`src/rtl/ser_cfg_pkg.sv`:
```
`timescale 1ns/1ps
package ser_cfg_pkg;
    localparam int ADDR_W  = 8;
    localparam int CDATA_W = 24;
    localparam int CNT_W   = 24;
    localparam int WORD_W  = 32;
    localparam int SYS_N   = 17;
    localparam int MODE_N  = 8;
    localparam int CTRL_N  = 8;
    localparam int IDX_W   = $clog2(SYS_N + 1);
    localparam int MIDX_W  = $clog2(MODE_N);
    localparam int SLOT_W  = $clog2(CTRL_N);
    localparam int BIT_W   = $clog2(WORD_W);
    localparam int MODE_SLOT = 2;

    localparam int PIN_SCK = 0;
    localparam int PIN_LD  = 1;
    localparam int PIN_DAT = 2;
    localparam int PIN_N   = 3;
    localparam logic [PIN_N-1:0] PIN_RST = 3'b010;

    localparam logic [ADDR_W-1:0] ADR_SYS    = 8'h14;
    localparam logic [ADDR_W-1:0] ADR_MODE_A = 8'h15;
    localparam logic [ADDR_W-1:0] ADR_MODE_B = 8'h16;

    typedef enum logic [2:0] {
        ST_IDLE, ST_ADDR, ST_CDATA, ST_CDONE, ST_COUNT, ST_WORD, ST_SKIP
    } frame_st_e;

    typedef enum logic [1:0] { BK_SYS, BK_MODE_A, BK_MODE_B } bank_e;

    typedef struct packed {
        logic               valid;
        logic [SLOT_W-1:0]  slot;
        logic [CDATA_W-1:0] data;
    } ctrl_wr_t;

    typedef struct packed {
        logic              valid;
        bank_e             bank;
        logic [IDX_W-1:0]  idx;
        logic [WORD_W-1:0] data;
    } bank_wr_t;

    typedef struct packed {
        logic              hit;
        logic [SLOT_W-1:0] slot;
    } slot_t;

    // Sparse control map: slot order is the order of this list.
    function automatic logic [ADDR_W-1:0] slot_addr(int unsigned s);
        case (s)
            0:       return 8'h00;
            1:       return 8'h03;
            2:       return 8'h0A;
            3:       return 8'h21;
            4:       return 8'h40;
            5:       return 8'h7F;
            6:       return 8'hA5;
            default: return 8'hD6;
        endcase
    endfunction

    function automatic slot_t find_slot(logic [ADDR_W-1:0] a);
        slot_t r;
        r = '0;
        for (int i = 0; i < CTRL_N; i++) begin
            if (slot_addr(i) == a) begin
                r.hit  = 1'b1;
                r.slot = SLOT_W'(i);
            end
        end
        return r;
    endfunction

    function automatic logic is_burst(logic [ADDR_W-1:0] a);
        return (a == ADR_SYS) || (a == ADR_MODE_A) || (a == ADR_MODE_B);
    endfunction

    function automatic bank_e addr_bank(logic [ADDR_W-1:0] a);
        if (a == ADR_MODE_A) return BK_MODE_A;
        if (a == ADR_MODE_B) return BK_MODE_B;
        return BK_SYS;
    endfunction

    function automatic logic [IDX_W-1:0] bank_size(bank_e b);
        return (b == BK_SYS) ? IDX_W'(SYS_N) : IDX_W'(MODE_N);
    endfunction

    function automatic logic [IDX_W-1:0] burst_len(bank_e b, logic [CNT_W-1:0] n);
        logic [IDX_W-1:0] sz;
        sz = bank_size(b);
        if (n == '0 || n > {{(CNT_W-IDX_W){1'b0}}, sz}) return sz;
        return n[IDX_W-1:0];
    endfunction
endpackage

```
`src/rtl/ser_sync.sv`:
```
`timescale 1ns/1ps
module ser_sync #(
    parameter int           W       = 3,
    parameter logic [W-1:0] RST_VAL = '0
) (
    input  logic         clk,
    input  logic         rst,
    input  logic [W-1:0] pin_i,
    output logic [W-1:0] cur_o
);
    logic [W-1:0] meta_q, sync_q;

    always_ff @(posedge clk) begin
        if (rst) begin
            meta_q <= RST_VAL;
            sync_q <= RST_VAL;
        end else begin
            meta_q <= pin_i;
            sync_q <= meta_q;
        end
    end

    assign cur_o = sync_q;
endmodule

```
`src/rtl/ser_frame.sv`:
```
`timescale 1ns/1ps
module ser_frame
    import ser_cfg_pkg::*;
(
    input  logic     clk,
    input  logic     rst,
    input  logic     sck_i,
    input  logic     ld_i,
    input  logic     dat_i,
    output ctrl_wr_t ctrl_wr_o,
    output bank_wr_t bank_wr_o,
    output logic     err_o
);
    frame_st_e          st_q, st_n;
    logic [WORD_W-1:0]  sh_q, sh_n;
    logic [BIT_W-1:0]   cnt_q, cnt_n;
    bank_e              bank_q, bank_n;
    logic [IDX_W-1:0]   len_q, len_n, widx_q, widx_n;
    slot_t              cslot_q, cslot_n;
    logic [CDATA_W-1:0] cdata_q, cdata_n;
    logic               gap_q, gap_n;
    logic               sck_prev_q, ld_prev_q;
    logic               sck_rise, ld_rise, ld_fall, in_burst, take_bit;
    ctrl_wr_t           cwr_n;
    bank_wr_t           bwr_n;
    logic               err_n;

    assign sck_rise = sck_i & ~sck_prev_q;
    assign ld_rise  = ld_i & ~ld_prev_q;
    assign ld_fall  = ~ld_i & ld_prev_q;
    assign in_burst = (st_q == ST_COUNT) || (st_q == ST_WORD);

    always_comb begin
        st_n = st_q; sh_n = sh_q; cnt_n = cnt_q; bank_n = bank_q;
        len_n = len_q; widx_n = widx_q; cslot_n = cslot_q; cdata_n = cdata_q;
        gap_n = gap_q; cwr_n = '0; bwr_n = '0; err_n = 1'b0;

        if (ld_fall) begin
            if (!gap_q && !in_burst) err_n = 1'b1;
            if (st_q == ST_IDLE) begin
                st_n  = ST_ADDR;
                cnt_n = '0;
            end
        end
        if (sck_rise && ld_i && ld_prev_q) gap_n = 1'b1;

        // Bit sampled with the strobe level seen before this cycle's edge.
        take_bit = sck_rise && !ld_prev_q &&
                   (st_n == ST_ADDR || st_n == ST_CDATA ||
                    st_n == ST_COUNT || st_n == ST_WORD);
        if (take_bit) begin
            sh_n = {sh_q[WORD_W-2:0], dat_i};
            unique case (st_n)
                ST_ADDR: begin
                    if (cnt_n == BIT_W'(ADDR_W - 1)) begin
                        cnt_n = '0;
                        if (is_burst(sh_n[ADDR_W-1:0])) begin
                            bank_n = addr_bank(sh_n[ADDR_W-1:0]);
                            st_n   = ST_COUNT;
                        end else begin
                            cslot_n = find_slot(sh_n[ADDR_W-1:0]);
                            st_n    = ST_CDATA;
                        end
                    end else cnt_n = cnt_n + 1'b1;
                end
                ST_CDATA: begin
                    if (cnt_n == BIT_W'(CDATA_W - 1)) begin
                        cnt_n   = '0;
                        cdata_n = sh_n[CDATA_W-1:0];
                        st_n    = ST_CDONE;
                    end else cnt_n = cnt_n + 1'b1;
                end
                ST_COUNT: begin
                    if (cnt_n == BIT_W'(CNT_W - 1)) begin
                        cnt_n  = '0;
                        len_n  = burst_len(bank_n, sh_n[CNT_W-1:0]);
                        widx_n = '0;
                        st_n   = ST_WORD;
                    end else cnt_n = cnt_n + 1'b1;
                end
                default: begin
                    if (cnt_n == BIT_W'(WORD_W - 1)) begin
                        cnt_n      = '0;
                        bwr_n.valid = 1'b1;
                        bwr_n.bank  = bank_n;
                        bwr_n.idx   = widx_n;
                        bwr_n.data  = sh_n;
                        if (widx_n + IDX_W'(1) == len_n) st_n = ST_SKIP;
                        else widx_n = widx_n + IDX_W'(1);
                    end else cnt_n = cnt_n + 1'b1;
                end
            endcase
        end

        if (ld_rise) begin
            gap_n = 1'b0;
            unique case (st_n)
                ST_ADDR, ST_CDATA, ST_SKIP: st_n = ST_IDLE;
                ST_CDONE: begin
                    cwr_n.valid = cslot_n.hit;
                    cwr_n.slot  = cslot_n.slot;
                    cwr_n.data  = cdata_n;
                    st_n        = ST_IDLE;
                end
                default: ;
            endcase
        end
    end

    always_ff @(posedge clk) begin
        if (rst) begin
            st_q <= ST_IDLE; sh_q <= '0; cnt_q <= '0; bank_q <= BK_SYS;
            len_q <= '0; widx_q <= '0; cslot_q <= '0; cdata_q <= '0;
            gap_q <= 1'b1; sck_prev_q <= 1'b0; ld_prev_q <= 1'b1;
            ctrl_wr_o <= '0; bank_wr_o <= '0; err_o <= 1'b0;
        end else begin
            st_q <= st_n; sh_q <= sh_n; cnt_q <= cnt_n; bank_q <= bank_n;
            len_q <= len_n; widx_q <= widx_n; cslot_q <= cslot_n; cdata_q <= cdata_n;
            gap_q <= gap_n; sck_prev_q <= sck_i; ld_prev_q <= ld_i;
            ctrl_wr_o <= cwr_n; bank_wr_o <= bwr_n; err_o <= err_n;
        end
    end
endmodule

```
`src/rtl/ser_regs.sv`:
```
`timescale 1ns/1ps
module ser_regs
    import ser_cfg_pkg::*;
(
    input  logic                      clk,
    input  logic                      rst,
    input  ctrl_wr_t                  ctrl_wr_i,
    input  bank_wr_t                  bank_wr_i,
    output logic [CTRL_N*CDATA_W-1:0] ctrl_o,
    output logic                      mode_sel_o,
    output logic [SYS_N*WORD_W-1:0]   sys_o,
    output logic [MODE_N*WORD_W-1:0]  act_o
);
    logic [CDATA_W-1:0] ctrl_q [CTRL_N];
    logic [WORD_W-1:0]  sys_q  [SYS_N];
    logic [WORD_W-1:0]  ma_q   [MODE_N];
    logic [WORD_W-1:0]  mb_q   [MODE_N];

    always_ff @(posedge clk) begin
        if (rst) begin
            for (int i = 0; i < CTRL_N; i++) ctrl_q[i] <= '0;
            for (int i = 0; i < SYS_N; i++)  sys_q[i]  <= '0;
            for (int i = 0; i < MODE_N; i++) begin
                ma_q[i] <= '0;
                mb_q[i] <= '0;
            end
        end else begin
            if (ctrl_wr_i.valid) ctrl_q[ctrl_wr_i.slot] <= ctrl_wr_i.data;
            if (bank_wr_i.valid) begin
                unique case (bank_wr_i.bank)
                    BK_MODE_A: ma_q[bank_wr_i.idx[MIDX_W-1:0]] <= bank_wr_i.data;
                    BK_MODE_B: mb_q[bank_wr_i.idx[MIDX_W-1:0]] <= bank_wr_i.data;
                    default:   sys_q[bank_wr_i.idx] <= bank_wr_i.data;
                endcase
            end
        end
    end

    assign mode_sel_o = ctrl_q[MODE_SLOT][0];

    for (genvar g = 0; g < CTRL_N; g++) begin : g_ctrl
        assign ctrl_o[g*CDATA_W +: CDATA_W] = ctrl_q[g];
    end
    for (genvar g = 0; g < SYS_N; g++) begin : g_sys
        assign sys_o[g*WORD_W +: WORD_W] = sys_q[g];
    end
    for (genvar g = 0; g < MODE_N; g++) begin : g_mode
        assign act_o[g*WORD_W +: WORD_W] = mode_sel_o ? mb_q[g] : ma_q[g];
    end
endmodule

```
`src/rtl/ser_write_if.sv`:
```
`timescale 1ns/1ps
module ser_write_if
    import ser_cfg_pkg::*;
(
    input  logic                      clk,
    input  logic                      rst,
    input  logic                      ser_clk_i,
    input  logic                      ser_load_n_i,
    input  logic                      ser_data_i,
    output logic [CTRL_N*CDATA_W-1:0] ctrl_regs_o,
    output logic                      mode_sel_o,
    output logic [SYS_N*WORD_W-1:0]   sys_regs_o,
    output logic [MODE_N*WORD_W-1:0]  mode_bank_o,
    output logic                      proto_err_o
);
    logic [PIN_N-1:0] pins, s_cur;
    ctrl_wr_t         ctrl_wr;
    bank_wr_t         bank_wr;

    assign pins = {ser_data_i, ser_load_n_i, ser_clk_i};

    ser_sync #(.W(PIN_N), .RST_VAL(PIN_RST)) u_sync (
        .clk(clk), .rst(rst), .pin_i(pins), .cur_o(s_cur)
    );

    ser_frame u_frame (
        .clk(clk), .rst(rst),
        .sck_i(s_cur[PIN_SCK]), .ld_i(s_cur[PIN_LD]), .dat_i(s_cur[PIN_DAT]),
        .ctrl_wr_o(ctrl_wr), .bank_wr_o(bank_wr), .err_o(proto_err_o)
    );

    ser_regs u_regs (
        .clk(clk), .rst(rst), .ctrl_wr_i(ctrl_wr), .bank_wr_i(bank_wr),
        .ctrl_o(ctrl_regs_o), .mode_sel_o(mode_sel_o),
        .sys_o(sys_regs_o), .act_o(mode_bank_o)
    );
endmodule

```
`config.mk`:
```
export PLATFORM = sky130hd
export DESIGN_NAME = ser_write_if
export DESIGN_NICKNAME = d
export VERILOG_FILES = /design/src/rtl/ser_cfg_pkg.sv /design/src/rtl/ser_sync.sv /design/src/rtl/ser_frame.sv /design/src/rtl/ser_regs.sv /design/src/rtl/ser_write_if.sv
export SDC_FILE = /design/constraint.sdc
export NUM_CORES = 2
export LEC_CHECK = 0
export BUFFER_PORTS_ARGS = -buffer_cell sky130_fd_sc_hd__clkbuf_2
export CAP_MARGIN = 20
export CORE_AREA = 10 10 377 379
export DETAILED_ROUTE_END_ITERATION = 6
export DIE_AREA = 0 0 387 389
export PLACE_DENSITY = 0.73
export SKIP_CTS_REPAIR_TIMING = 1
export SYNTH_ARGS = -nofsm -noshare
export SYNTH_HDL_FRONTEND = slang
export SYNTH_SLANG_ARGS = --single-unit
```
`constraint.sdc`:
```
create_clock -name clk -period 3.1 [get_ports clk]
set_clock_uncertainty 0.1 [all_clocks]
set_input_delay 0.465 -clock clk [delete_from_list [all_inputs] [get_ports clk]]
set_output_delay 0.465 -clock clk [all_outputs]
set_load 0.05 [all_outputs]
```
==> results.toml <==
[synthesis]
synth-edff-count = 1248
synth_async_sr_flop_share_pct = 0
cell_area_after_synthesis_mm2 = 0.0557
ys_seq_elements = 1405
sequential_area_share_after_synthesis_pct = 73.0
synthesis.instances = 3752
synth-warning-count = 0
synth_cell_types = 67
dominantRegCellSynth = "sky130_fd_sc_hd__edfxtp_1"
postSynthNetCount = 3765
avgSynthCellArea_um2 = 14.8

[place]
gpl.final_weighted_congestion = 0.830
port-buffer-count = 998
place_inst = 6391
dp_hpwl_mm = 127
place_area_mm2 = 0.0635
placement.setup.worst_slack_ns = -0.107

[sta]
max_slew_margin_pct = 22.2
final.setup.worst_slack_ns = 0.00831
worst-slew-pin-transition_ns = 1.17
period_share_pct = 99.7
setup_viol_count_final = 0
slew_violations = 0
grt_setup_unrepaired = "yes"
final_period_minus_worst_setup_slack_ns = 3.09
report.final.hold_viol_count = 0
max_freq_ghz = 0.323

[drt]
drt_wl_total_mm = 187
vias_per_cell = 5.25
drc_errors = 0
first_drt_iteration_drcs = 3861
drt_pre_antenna_iters = 5
post_drt_wl_per_cell_um = 28.1
vias = 35100
antenna_violating_nets_post_route = 0

[power]
standby_leakage_power_nw = 26.3
total_power_mw = 42.7
power_density_mw_per_mm2 = 626
max-vdd-ir-drop_mv = 0.516

[grt]
grt_max_degree = 53
grt_antenna_before_repair = 24
grt_overflow = 0
grt_pass1_wl_mm = 259
first_global_vias = 34400
grt_use_total_pct = 23.9

[clock_network]
clk_pin_slew_ns = 0.06
clockBufferDepth = 3
cts_tree = "yes"
ctsRootBufferMaster = "sky130_fd_sc_hd__clkbuf_16"
clkSinkCount = 1405
clock_latency_ns = 0.78
tritoncts.num_buffers = 143
htree_levels = 4

[floorplan]
floorplan.die_area_mm2 = 0.151
fp.dieW_um = 387
io_pins = 999
start_util_pct = 41.3
rows = 135
floorplan.die.height_um = 389
core_area_mm2 = 0.135

[worst_setup_path]
rr_startpoint = "u_frame.ld_prev_q"
slowest_delay_ns = 0.46
crit_type = "reg2out"
crit_cells = 4
cp.required_ns = 2.53
crit_buf_inv = 3
setup_slack_of_the_worst_register_to_register_path_ns = 0.20
critical-path-top-delay-family = "buffers and inverters"
cp-start-kind = "register"
worst_r2r_path_depth = 13
setup.worst_path.end_class = "output pin"
critical_path_cell_list = "buf_12 > buf_16 > mux2_2 > buf_2"
worst_path_slowest_cell = "sky130_fd_sc_hd__edfxtp_1"
cp.arrival_ns = 2.53
r2r-end = "u_frame.ctrl_wr_o[8]"
timing.critical_path.fanout_max = 48

[outcome]
status = "finished clean"

[run]
timing.max_cap.violations = 0

[min_path]
holdCritPathClass = "in2reg"
hold-path-cell-count = 3
min_from = "rst"
hold-path-endpoint = "u_frame.cdata_q[5]"

[finish]
finish.utilization_pct = 50.7
final_cell_area_mm2 = 0.0683
area_delta_synth_final_pct = 22.6
layoutNonFillerInstCount = 6674
num-fill-cells = 11100
drive_gt1_share_pct = 35.8
final_nets = 4775
==> power by group <==
group,total (mW),switching [mW],internal [mW],leakage [nW]
clock network,16.9,7.46,9.41,2.23
logic,4.27,3.51,0.760,10.7
registers,21.6,0.257,21.3,13.4
==> logic make-up after synthesis <==
logic type               count (synthesis)  share of synthesized area, %
flip-flops                            1405                          73.0
AO/OA/AOI/OAI                          106                          1.14
buffers and inverters                  298                          2.08
multiplexers                           284                          5.68
XOR/XNOR                                 6                        0.0944
adder cells (fa/ha/maj)                  9                         0.198
AND/OR/NAND/NOR                       1644                          17.8
==> layout make-up <==
class | count | area [um^2] | share of cell area [%]
multi-input combinational | 2049 | 14000 | 20.6
antenna | 16 | 40.0 | 0.0587
inverter | 10 | 37.5 | 0.0550
tap | 1781 | 2230 | 3.26
clock inverter | 78 | 702 | 1.03
timing repair buffer | 1153 | 6700 | 9.82
sequential | 1405 | 40700 | 59.6
clock buffer | 182 | 3850 | 5.65
==> how the worst max path moves through the flow <==
stage	slack, ns	from	endpoint
final	0.008	u_regs.ctrl_q[2][0]	mode_bank_o[47]
after global routing	-0.04	u_regs.ctrl_q[2][0]	mode_bank_o[157]
after CTS	-0.20	u_regs.ctrl_q[2][0]	mode_bank_o[159]
after detailed placement	-0.11	u_frame.ld_prev_q	u_frame.bank_wr_o[35]
after global placement	0.04	u_frame.ld_prev_q	u_frame.bank_wr_o[21]
after floorplan	0.43	u_frame.ld_prev_q	u_frame.ctrl_wr_o[20]
==> per-layer routing <==
layer / part of all wire [%] / GRT usage [%] / routed length (um)
met1: 38 / 29.8 / 70400
met2: 49 / 39.7 / 91600
met3: 9.4 / 5.75 / 17600
met4: 4.1 / 10.1 / 7730
met5: 0.0085 / 0 / 16
==> flip-flops by register name (all words and copies together), names as in the netlist, 2 cells and up <==
| signal | flops |
|---|---|
| u_frame.cslot_q | 4 |
| u_frame.bank_wr_o | 40 |
| u_frame.st_q | 3 |
| u_frame.bank_q | 2 |
| u_frame.cdata_q | 24 |
| u_frame.cnt_q | 5 |
| u_regs.ctrl_q | 192 |
| u_frame.widx_q | 5 |
| u_sync.meta_q | 3 |
| u_frame.sh_q | 31 |
| u_frame.ctrl_wr_o | 28 |
| u_regs.mb_q | 256 |
| u_regs.sys_q | 544 |
| u_sync.cur_o | 3 |
| u_regs.ma_q | 256 |
| u_frame.len_q | 5 |
==> layout by cell type, fill, tap and decap left out, drive strengths merged, types with 7 or more instances in the layout <==
cell type | Yosys | routed
a21oi | 52 | 52
and2 | 1289 | 1289
buf | 16 | 220
clkbuf | 272 | 1112
clkinv | 0 | 59
dfxtp | 157 | 157
diode | 0 | 16
edfxtp | 1248 | 1248
ha | 8 | 8
inv | 10 | 20
mux2 | 256 | 256
mux2i | 28 | 28
nand2 | 87 | 87
nand3 | 22 | 22
nand3b | 8 | 8
nand4 | 7 | 7
nor2 | 103 | 103
nor2b | 14 | 14
nor3 | 18 | 18
nor3b | 7 | 7
nor4 | 12 | 12
o21ai | 27 | 27
or2 | 47 | 47
==> cell usage after synthesis, types with 14 or more instances <==
library cell               number  share of area [%]
sky130_fd_sc_hd__and2_1      1289                 14
sky130_fd_sc_hd__edfxtp_1    1248                 67
sky130_fd_sc_hd__clkbuf_1     272                1.8
sky130_fd_sc_hd__mux2_2       256                5.2
sky130_fd_sc_hd__dfxtp_1      157                5.6
sky130_fd_sc_hd__nor2_1       103               0.69
sky130_fd_sc_hd__nand2_1       87               0.59
sky130_fd_sc_hd__a21oi_1       51               0.46
sky130_fd_sc_hd__or2_2         47               0.53
sky130_fd_sc_hd__mux2i_1       28               0.50
sky130_fd_sc_hd__nand3_1       20               0.18
sky130_fd_sc_hd__o21ai_0       20               0.18
sky130_fd_sc_hd__nor3_1        17               0.15
sky130_fd_sc_hd__nor2b_1       14               0.16
==> through the flow <==
| stage | setup TNS (ns) | hold WS (ns) |
|---|---|---|
| finish | 0 | 0.269 |
| global route | -0.354 | 0.261 |
| CTS | -22.06 | -0.296 |
| detailed placement | -2.98 | 0.300 |
| global placement | 0 | 0.298 |
| floorplan | 0 | 0.289 |
==> worst register-to-register path, cell delays in order, from the launching register on <==
cell	delay (ns)
sky130_fd_sc_hd__dfxtp_1	0.42
sky130_fd_sc_hd__nor2b_2	0.27
sky130_fd_sc_hd__nand3_2	0.17
sky130_fd_sc_hd__and2_1	0.23
sky130_fd_sc_hd__ha_1	0.27
sky130_fd_sc_hd__nand2_1	0.09
sky130_fd_sc_hd__nor2_1	0.05
sky130_fd_sc_hd__ha_1	0.29
sky130_fd_sc_hd__nor2_1	0.13
sky130_fd_sc_hd__a41oi_1	0.06
sky130_fd_sc_hd__a31oi_1	0.29
sky130_fd_sc_hd__nand4b_4	0.15
sky130_fd_sc_hd__buf_12	0.19
sky130_fd_sc_hd__nor2_1	0.13
(Power assumes the default switching activity.)
